[src/rtl/wrap_rd_pkg.sv]
`timescale 1ns/1ps
package wrap_rd_pkg;
  localparam int          LEN_W       = 8;
  localparam logic [1:0]  BURST_INCR  = 2'b01;
  localparam logic [1:0]  BURST_WRAP  = 2'b10;
  localparam logic [1:0]  RESP_OKAY   = 2'b00;
  localparam logic [1:0]  RESP_SLVERR = 2'b10;

  typedef enum logic [2:0] {
    ST_IDLE,   // accepting a new read
    ST_ADDR,   // presenting the INCR request downstream
    ST_PASS,   // line-aligned: beats stream through
    ST_FILL,   // mid-line start: gathering the line
    ST_DRAIN,  // replaying the gathered line in wrap order
    ST_ERR     // answering an unsupported read locally
  } rd_state_e;
endpackage

[src/rtl/wrap_rd_linebuf.sv]
`timescale 1ns/1ps
module wrap_rd_linebuf #(
  parameter int DATA_W = 64,
  parameter int BEATS  = 4,
  localparam int IDX_W = $clog2(BEATS)
) (
  input  logic              clk,
  input  logic              rst_n,
  input  logic              wr_en,
  input  logic [IDX_W-1:0]  wr_idx,
  input  logic [DATA_W-1:0] wr_data,
  input  logic [1:0]        wr_resp,
  input  logic [IDX_W-1:0]  rd_idx,
  output logic [DATA_W-1:0] rd_data,
  output logic [1:0]        rd_resp
);
  logic [DATA_W-1:0] slot_data [BEATS];
  logic [1:0]        slot_resp [BEATS];

  for (genvar g = 0; g < BEATS; g++) begin : g_slot
    always_ff @(posedge clk or negedge rst_n) begin
      if (!rst_n) begin
        slot_data[g] <= '0;
        slot_resp[g] <= '0;
      end else if (wr_en && wr_idx == IDX_W'(g)) begin
        slot_data[g] <= wr_data;
        slot_resp[g] <= wr_resp;
      end
    end
  end

  assign rd_data = slot_data[rd_idx];
  assign rd_resp = slot_resp[rd_idx];
endmodule

[src/rtl/wrap_rd_ctl.sv]
`timescale 1ns/1ps
module wrap_rd_ctl
  import wrap_rd_pkg::*;
#(
  parameter int ADDR_W         = 32,
  parameter int ID_W           = 4,
  parameter int BEATS          = 4,
  parameter int BYTES_PER_BEAT = 8,
  localparam int IDX_W    = $clog2(BEATS),
  localparam int OFF_LSB  = $clog2(BYTES_PER_BEAT),
  localparam int LINE_LSB = $clog2(BEATS * BYTES_PER_BEAT)
) (
  input  logic              clk,
  input  logic              rst_n,
  input  logic              ar_valid,
  output logic              ar_ready,
  input  logic [ADDR_W-1:0] ar_addr,
  input  logic [LEN_W-1:0]  ar_len,
  input  logic [2:0]        ar_size,
  input  logic [1:0]        ar_burst,
  input  logic [ID_W-1:0]   ar_id,
  output logic              fwd_valid,
  input  logic              fwd_ready,
  output logic [ADDR_W-1:0] fwd_addr,
  input  logic              dn_valid,
  input  logic              dn_last,
  input  logic              up_ready,
  output rd_state_e         state,
  output logic [LEN_W-1:0]  beat_cnt,
  output logic [IDX_W-1:0]  start_idx,
  output logic [ID_W-1:0]   id_q,
  output logic              beat_last
);
  logic [ADDR_W-1:0] base_q;
  logic [LEN_W-1:0]  len_q;
  logic              req_bad;
  logic              ar_fire;

  assign ar_ready  = (state == ST_IDLE);
  assign ar_fire   = ar_valid && ar_ready;
  assign fwd_valid = (state == ST_ADDR);
  assign fwd_addr  = base_q;

  assign req_bad = (ar_addr[OFF_LSB-1:0] != '0)
                || (ar_len   != LEN_W'(BEATS - 1))
                || (ar_size  != 3'(OFF_LSB))
                || (ar_burst != BURST_WRAP);

  assign beat_last = ((state == ST_DRAIN) && (beat_cnt == LEN_W'(BEATS - 1)))
                  || ((state == ST_ERR)   && (beat_cnt == len_q));

  always_ff @(posedge clk or negedge rst_n) begin
    if (!rst_n) begin
      state     <= ST_IDLE;
      base_q    <= '0;
      len_q     <= '0;
      id_q      <= '0;
      start_idx <= '0;
      beat_cnt  <= '0;
    end else begin
      case (state)
        ST_IDLE: if (ar_fire) begin
          base_q    <= {ar_addr[ADDR_W-1:LINE_LSB], {LINE_LSB{1'b0}}};
          start_idx <= ar_addr[LINE_LSB-1:OFF_LSB];
          len_q     <= ar_len;
          id_q      <= ar_id;
          beat_cnt  <= '0;
          state     <= req_bad ? ST_ERR : ST_ADDR;
        end
        ST_ADDR: if (fwd_ready) state <= (start_idx == '0) ? ST_PASS : ST_FILL;
        ST_PASS: if (dn_valid && up_ready && dn_last) state <= ST_IDLE;
        ST_FILL: if (dn_valid) begin
          if (beat_cnt == LEN_W'(BEATS - 1)) begin
            beat_cnt <= '0;
            state    <= ST_DRAIN;
          end else begin
            beat_cnt <= beat_cnt + 1'b1;
          end
        end
        ST_DRAIN, ST_ERR: if (up_ready) begin
          beat_cnt <= beat_cnt + 1'b1;
          if (beat_last) state <= ST_IDLE;
        end
        default: state <= ST_IDLE;
      endcase
    end
  end

  // a read just taken closes the address channel
  p_single_read_r7: assert property (@(posedge clk) disable iff (!rst_n)
    ar_fire |=> !ar_ready);

  // downstream request is held until taken
  p_fwd_hold_r1: assert property (@(posedge clk) disable iff (!rst_n)
    (fwd_valid && !fwd_ready) |=> (fwd_valid && $stable(fwd_addr)));
endmodule

[src/rtl/wrap_rd_adapter.sv]
`timescale 1ns/1ps
module wrap_rd_adapter
  import wrap_rd_pkg::*;
#(
  parameter int ADDR_W = 32,
  parameter int DATA_W = 64,
  parameter int ID_W   = 4,
  parameter int BEATS  = 4,
  localparam int STRB_W   = DATA_W / 8,
  localparam int IDX_W    = $clog2(BEATS),
  localparam int LINE_LSB = $clog2(BEATS * STRB_W)
) (
  input  logic              clk,
  input  logic              rst_n,
  input  logic [ID_W-1:0]   s_awid,
  input  logic [ADDR_W-1:0] s_awaddr,
  input  logic [7:0]        s_awlen,
  input  logic [2:0]        s_awsize,
  input  logic [1:0]        s_awburst,
  input  logic              s_awvalid,
  output logic              s_awready,
  input  logic [DATA_W-1:0] s_wdata,
  input  logic [STRB_W-1:0] s_wstrb,
  input  logic              s_wlast,
  input  logic              s_wvalid,
  output logic              s_wready,
  output logic [ID_W-1:0]   s_bid,
  output logic [1:0]        s_bresp,
  output logic              s_bvalid,
  input  logic              s_bready,
  input  logic [ID_W-1:0]   s_arid,
  input  logic [ADDR_W-1:0] s_araddr,
  input  logic [7:0]        s_arlen,
  input  logic [2:0]        s_arsize,
  input  logic [1:0]        s_arburst,
  input  logic              s_arvalid,
  output logic              s_arready,
  output logic [ID_W-1:0]   s_rid,
  output logic [DATA_W-1:0] s_rdata,
  output logic [1:0]        s_rresp,
  output logic              s_rlast,
  output logic              s_rvalid,
  input  logic              s_rready,
  output logic [ID_W-1:0]   m_awid,
  output logic [ADDR_W-1:0] m_awaddr,
  output logic [7:0]        m_awlen,
  output logic [2:0]        m_awsize,
  output logic [1:0]        m_awburst,
  output logic              m_awvalid,
  input  logic              m_awready,
  output logic [DATA_W-1:0] m_wdata,
  output logic [STRB_W-1:0] m_wstrb,
  output logic              m_wlast,
  output logic              m_wvalid,
  input  logic              m_wready,
  input  logic [ID_W-1:0]   m_bid,
  input  logic [1:0]        m_bresp,
  input  logic              m_bvalid,
  output logic              m_bready,
  output logic [ID_W-1:0]   m_arid,
  output logic [ADDR_W-1:0] m_araddr,
  output logic [7:0]        m_arlen,
  output logic [2:0]        m_arsize,
  output logic [1:0]        m_arburst,
  output logic              m_arvalid,
  input  logic              m_arready,
  input  logic [DATA_W-1:0] m_rdata,
  input  logic [1:0]        m_rresp,
  input  logic              m_rlast,
  input  logic              m_rvalid,
  output logic              m_rready
);
  // ---------------- write side: wired across ----------------
  assign m_awid    = s_awid;
  assign m_awaddr  = s_awaddr;
  assign m_awlen   = s_awlen;
  assign m_awsize  = s_awsize;
  assign m_awburst = s_awburst;
  assign m_awvalid = s_awvalid;
  assign s_awready = m_awready;
  assign m_wdata   = s_wdata;
  assign m_wstrb   = s_wstrb;
  assign m_wlast   = s_wlast;
  assign m_wvalid  = s_wvalid;
  assign s_wready  = m_wready;
  assign s_bid     = m_bid;
  assign s_bresp   = m_bresp;
  assign s_bvalid  = m_bvalid;
  assign m_bready  = s_bready;

  // ---------------- read side ----------------
  rd_state_e         st;
  logic [LEN_W-1:0]  beat_cnt;
  logic [IDX_W-1:0]  start_idx;
  logic [ID_W-1:0]   id_q;
  logic              beat_last;
  logic [DATA_W-1:0] buf_data;
  logic [1:0]        buf_resp;
  logic [IDX_W-1:0]  rd_idx;

  wrap_rd_ctl #(
    .ADDR_W(ADDR_W), .ID_W(ID_W), .BEATS(BEATS), .BYTES_PER_BEAT(STRB_W)
  ) u_ctl (
    .clk       (clk),
    .rst_n     (rst_n),
    .ar_valid  (s_arvalid),
    .ar_ready  (s_arready),
    .ar_addr   (s_araddr),
    .ar_len    (s_arlen),
    .ar_size   (s_arsize),
    .ar_burst  (s_arburst),
    .ar_id     (s_arid),
    .fwd_valid (m_arvalid),
    .fwd_ready (m_arready),
    .fwd_addr  (m_araddr),
    .dn_valid  (m_rvalid),
    .dn_last   (m_rlast),
    .up_ready  (s_rready),
    .state     (st),
    .beat_cnt  (beat_cnt),
    .start_idx (start_idx),
    .id_q      (id_q),
    .beat_last (beat_last)
  );

  assign m_arid    = id_q;
  assign m_arlen   = 8'(BEATS - 1);
  assign m_arsize  = 3'($clog2(STRB_W));
  assign m_arburst = BURST_INCR;

  assign rd_idx = start_idx + beat_cnt[IDX_W-1:0];

  wrap_rd_linebuf #(.DATA_W(DATA_W), .BEATS(BEATS)) u_line (
    .clk     (clk),
    .rst_n   (rst_n),
    .wr_en   ((st == ST_FILL) && m_rvalid),
    .wr_idx  (beat_cnt[IDX_W-1:0]),
    .wr_data (m_rdata),
    .wr_resp (m_rresp),
    .rd_idx  (rd_idx),
    .rd_data (buf_data),
    .rd_resp (buf_resp)
  );

  assign s_rid = id_q;

  always_comb begin
    s_rvalid = 1'b0;
    s_rdata  = '0;
    s_rresp  = RESP_OKAY;
    s_rlast  = 1'b0;
    m_rready = 1'b0;
    case (st)
      ST_PASS: begin
        s_rvalid = m_rvalid;
        s_rdata  = m_rdata;
        s_rresp  = m_rresp;
        s_rlast  = m_rlast;
        m_rready = s_rready;
      end
      ST_FILL: m_rready = 1'b1;
      ST_DRAIN: begin
        s_rvalid = 1'b1;
        s_rdata  = buf_data;
        s_rresp  = buf_resp;
        s_rlast  = beat_last;
      end
      ST_ERR: begin
        s_rvalid = 1'b1;
        s_rresp  = RESP_SLVERR;
        s_rlast  = beat_last;
      end
      default: ;
    endcase
  end

  // downstream requests always start on a line boundary as INCR
  p_line_base_r3: assert property (@(posedge clk) disable iff (!rst_n)
    m_arvalid |-> (m_araddr[LINE_LSB-1:0] == '0) && (m_arburst == BURST_INCR));

  // nothing is offered upstream while the line is being gathered
  p_fill_quiet_r4: assert property (@(posedge clk) disable iff (!rst_n)
    (st == ST_FILL) |-> !s_rvalid);

  // last beat taken reopens the address channel
  p_last_frees_r7: assert property (@(posedge clk) disable iff (!rst_n)
    (s_rvalid && s_rready && s_rlast) |=> s_arready);

  // locally sourced beats hold under back-pressure
  p_local_hold_r9: assert property (@(posedge clk) disable iff (!rst_n)
    ((st == ST_DRAIN || st == ST_ERR) && s_rvalid && !s_rready)
      |=> (s_rvalid && $stable(s_rdata) && $stable(s_rresp) && $stable(s_rlast)));
endmodule

[config.mk]
export PLATFORM = sky130hd
export DESIGN_NAME = wrap_rd_adapter
export DESIGN_NICKNAME = d
export VERILOG_FILES = /design/src/rtl/wrap_rd_pkg.sv /design/src/rtl/wrap_rd_linebuf.sv /design/src/rtl/wrap_rd_ctl.sv /design/src/rtl/wrap_rd_adapter.sv
export SDC_FILE = /design/constraint.sdc
export NUM_CORES = 1
export LEC_CHECK = 0
export ABC_AREA = 1
export CAP_MARGIN = 15
export CELL_PAD_IN_SITES_DETAIL_PLACEMENT = 1
export CELL_PAD_IN_SITES_GLOBAL_PLACEMENT = 1
export CORE_MARGIN = 2
export CORE_UTILIZATION = 25
export CTS_CLUSTER_DIAMETER = 40
export DETAILED_ROUTE_END_ITERATION = 7
export DONT_BUFFER_PORTS = 1
export HOLD_SLACK_MARGIN = 0.12
export PLACE_DENSITY = 0.47
export SLEW_MARGIN = 15
export SYNTH_ARGS = -nofsm -noshare
export SYNTH_HDL_FRONTEND = slang
export SYNTH_SLANG_ARGS = --single-unit
[constraint.sdc]
create_clock -name clk -period 2.7 [get_ports clk]
set_input_delay 0.405 -clock clk [delete_from_list [all_inputs] [get_ports clk]]
set_output_delay 0.405 -clock clk [all_outputs]
set_load 0.03 [all_outputs]
==> impl_metrics.toml <==
[status]
violations = "negative hold slack, max-slew violations, negative setup slack"
status = "finished with violations"

[power_and_ir_drop]
power_w = 0.0295
power.density_mw_per_mm2 = 1420
irDropWorstVdd_mv = 0.616
leakagePower_nw = 9.76

[worst_setup_path]
worstReg2RegEnd = "u_line.slot_data[200]$_DFFE_PN0P_"
r2r_slack_ps = 590
cp-start-kind = "flop"
critPathSlowestCell = "dfrtp_2"
crit_chain = "ha_4 > xor2_4 > buf_4 > buf_12 > buf_12 > o211ai_1 > o21ai_1 > buf_4"
endpoint_kind = "primary output"
slowest_delay_ps = 430
crit_required_ps = 2300
r2r_start = "u_ctl.state[0]$_DFFE_PN0P_"
path_max_fanout = 5
reg2reg_depth = 6
critical_path_class = "flop to primary output"
cp.arrival_ps = 2390

[floorplan]
dieArea_mm2 = 0.0654
die_y_um = 256
std_cell_rows = 92
pin_count = 514
fp.dieW_um = 256
initial_core_util = 0.252
coreArea_mm2 = 0.0629

[clock_network]
cts_buffers = 75
root_buffer = "clkbuf_16"
clock_path_buffers = 3
ctsHoldBuffers = 107
cts_sinks = 316
clk_pin_slew_ps = 50
htreeDepth = 3
tritoncts = "done"
worstSkewPairLatency_ps = 580

[routing]
drtIter0Drc = 582
vias_per_cell = 4.52
first_pass_iters = 4
num_vias = 12500
routed_wl_um = 51800
route.antenna.remaining_nets = 0
drc_errors = 0
wl_per_cell_um = 18.6

[sta]
fin_crit_ps = 2800
finalSetupTns_ps = -1160
whs_ps = -477
hold_viol = 316
fin_worst_skew_ps = 17.6
worst_slack_ps = -99.3
worstMarginPinSlew_ps = 1640
finalSetupViolCount = 38
rsz0062_at_grt = "true"
min_period_over_period = 1.04
fmax_mhz = 357
slew_violations = 94
maxSlewHeadroom = -0.0962

[layout]
final_cell_count_no_fill = 2778
fin_area_mm2 = 0.0208
layout.nets = 2135
syn_to_final_growth_pct = 31.1
drive_gt1_frac = 0.156
finish.utilization = 0.330
nFillCells = 7232

[min_path]
holdCritPathClass = "primary input to asynchronous set/reset pin"

[logic_synthesis]
ys_ff_latch = 316
syn_area_per_cell_um2 = 8.59
ys_types = 30
synth_cells = 1843
yosysSeqAreaShare = 0.499
yosys_warnings = 0
netlist_area_mm2 = 0.0158

[global_route]
grt_max_degree = 317
grtUsageTotal = 0.158
globalRoute.totalOverflow = 0
grt_pass1_wl_um = 81200
grt_pass1_vias = 13800
antenna_found_initial = 3

[flow_run]
drv_cap = 0

[placed_design]
port_buffers = 0
dpl_cell_area_mm2 = 0.0161
dp.cells = 2496
gp_congestion = 0.715
hpwl_um = 28500
## what timing repair did
action,4_1_cts,5_1_grt
endpoints found under the setup margin,67,67
pin swaps,15,12
endpoints found under the hold margin,620,316
cloned,13,5
gates resized for setup,59,13
setup buffers,21,2
## cells by family (layout without fill, tap and decap cells)
family / Yosys count / in the layout / share of synthesized area
compound gates: 415 / 415 / 0.142
xor+xnor: 9 / 9 / 0.00593
fa+ha+maj: 5 / 5 / 0.00395
buf+inv: 364 / 435 / 0.129
flops: 316 / 316 / 0.499
mux: 102 / 102 / 0.0673
other cells: 2 / 20 / 0.000474
simple gates: 630 / 630 / 0.152
## registers in the layout, indices dropped and copies added (netlist names)
register	cells
u_ctl.fwd_addr	27
u_line.slot_data	256
u_line.slot_resp	8
u_ctl.len_q	8
u_ctl.beat_cnt	8
u_ctl.id_q	4
u_ctl.state	3
u_ctl.start_idx	2
## metal layers
layer / wire length (um) / GRT usage / part of all wire / vias up
met5: 11 / 0.00439 / 0.00021 / -
met4: 985 / 0.0536 / 0.019 / 2
met3: 2800 / 0.0449 / 0.054 / 81
met2: 23900 / 0.253 / 0.46 / 320
met1: 24100 / 0.203 / 0.47 / 6146
li1: - / - / - / 5994
## cells in the mapped netlist (all sizes together)
cell type	instances	area share
nand2	578	0.14
o21ai	341	0.11
dfrtp	316	0.50
buf	230	0.097
inv	97	0.023
mux2i	66	0.042
o211ai	65	0.031
clkbuf	37	0.0088
mux2	36	0.026
nor2	22	0.0054
nand3	20	0.0063
a21oi	7	0.0022
nor3	6	0.0019
xnor2	6	0.0038
ha	5	0.0040
nand4	3	0.0012
xor2	3	0.0021
conb	2	0.00047
a31oi	1	0.00040
nand3b	1	0.00047
o2111ai	1	0.00055
## metrics by stage
stage | worst slack (ps) | hold slack (ps)
after floorplan | 393 | 109
after global placement | 363 | 121
after detailed placement | 337 | 120
after CTS | -136 | -526
after global routing | -186 | -509
final | -99.3 | -477
## power by group
part | internal (W) | switching, W | total (W) | leakage (nW)
sequential | 0.00615 | 0.00143 | 0.00757 | 4.24
combinational | 0.00542 | 0.00700 | 0.0124 | 4.24
clock | 0.00664 | 0.00289 | 0.00953 | 1.29
## worst max path at each step
stage / from / endpoint / slack, ps / depth (start not counted)
after CTS: u_ctl.start_idx[1]$_DFFE_PN0P_ / s_rdata[25] / -140 / 8
after floorplan: u_ctl.beat_cnt[0]$_DFFE_PN0P_ / s_rdata[22] / 390 / 9
after detailed placement: u_ctl.beat_cnt[1]$_DFFE_PN0P_ / s_rdata[38] / 340 / 6
after global routing: u_ctl.start_idx[0]$_DFFE_PN0P_ / s_rdata[41] / -190 / 8
after global placement: u_ctl.beat_cnt[1]$_DFFE_PN0P_ / s_rdata[38] / 360 / 6
final: u_ctl.beat_cnt[0]$_DFFE_PN0P_ / s_rdata[47] / -100 / 8
## layout by cell type (no fill, tap or decap), types with 4 or more instances in the layout
cell           instances
a21oi_1                7
buf_12                23
buf_16                14
buf_4                 45
buf_6                  7
bufinv_16             12
clkbuf_1               6
clkbuf_16             84
clkbuf_8               7
clkinv_2              10
clkinvlp_4             9
conb_1                18
dfrtp_1              313
dlygate4sd3_1        107
inv_1                 90
inv_2                  7
inv_6                  7
mux2_1                21
mux2_2                15
mux2i_1               64
nand2_1              575
nand3_1               15
nand3_4                4
nor2_1                20
nor3_1                 6
o211ai_1              65
o21ai_0                8
o21ai_1              298
o21ai_2               35
xnor2_1                5
## layout make-up
class / count / area, um2 / share of cell area
multi-input cells: 1179 / 6200 / 0.299
repair buffers: 205 / 2550 / 0.123
diodes: 2 / 5.00 / 0.000241
flip-flops and latches: 316 / 7910 / 0.381
clock buffers: 92 / 2100 / 0.101
well taps: 846 / 1060 / 0.0510
clock inverters: 41 / 566 / 0.0272
inverters: 97 / 364 / 0.0175
## worst max-delay path: cells and delay by family, from the launching register on
family / cells / cell delay [ps]
XOR/XNOR: 1 / 180
buffers and inverters: 4 / 640
adder cells (fa/ha/maj): 1 / 190
AO/OA/AOI/OAI: 2 / 380
flip-flops: 1 / 430
No activity file was read; power rests on OpenSTA's default activity.
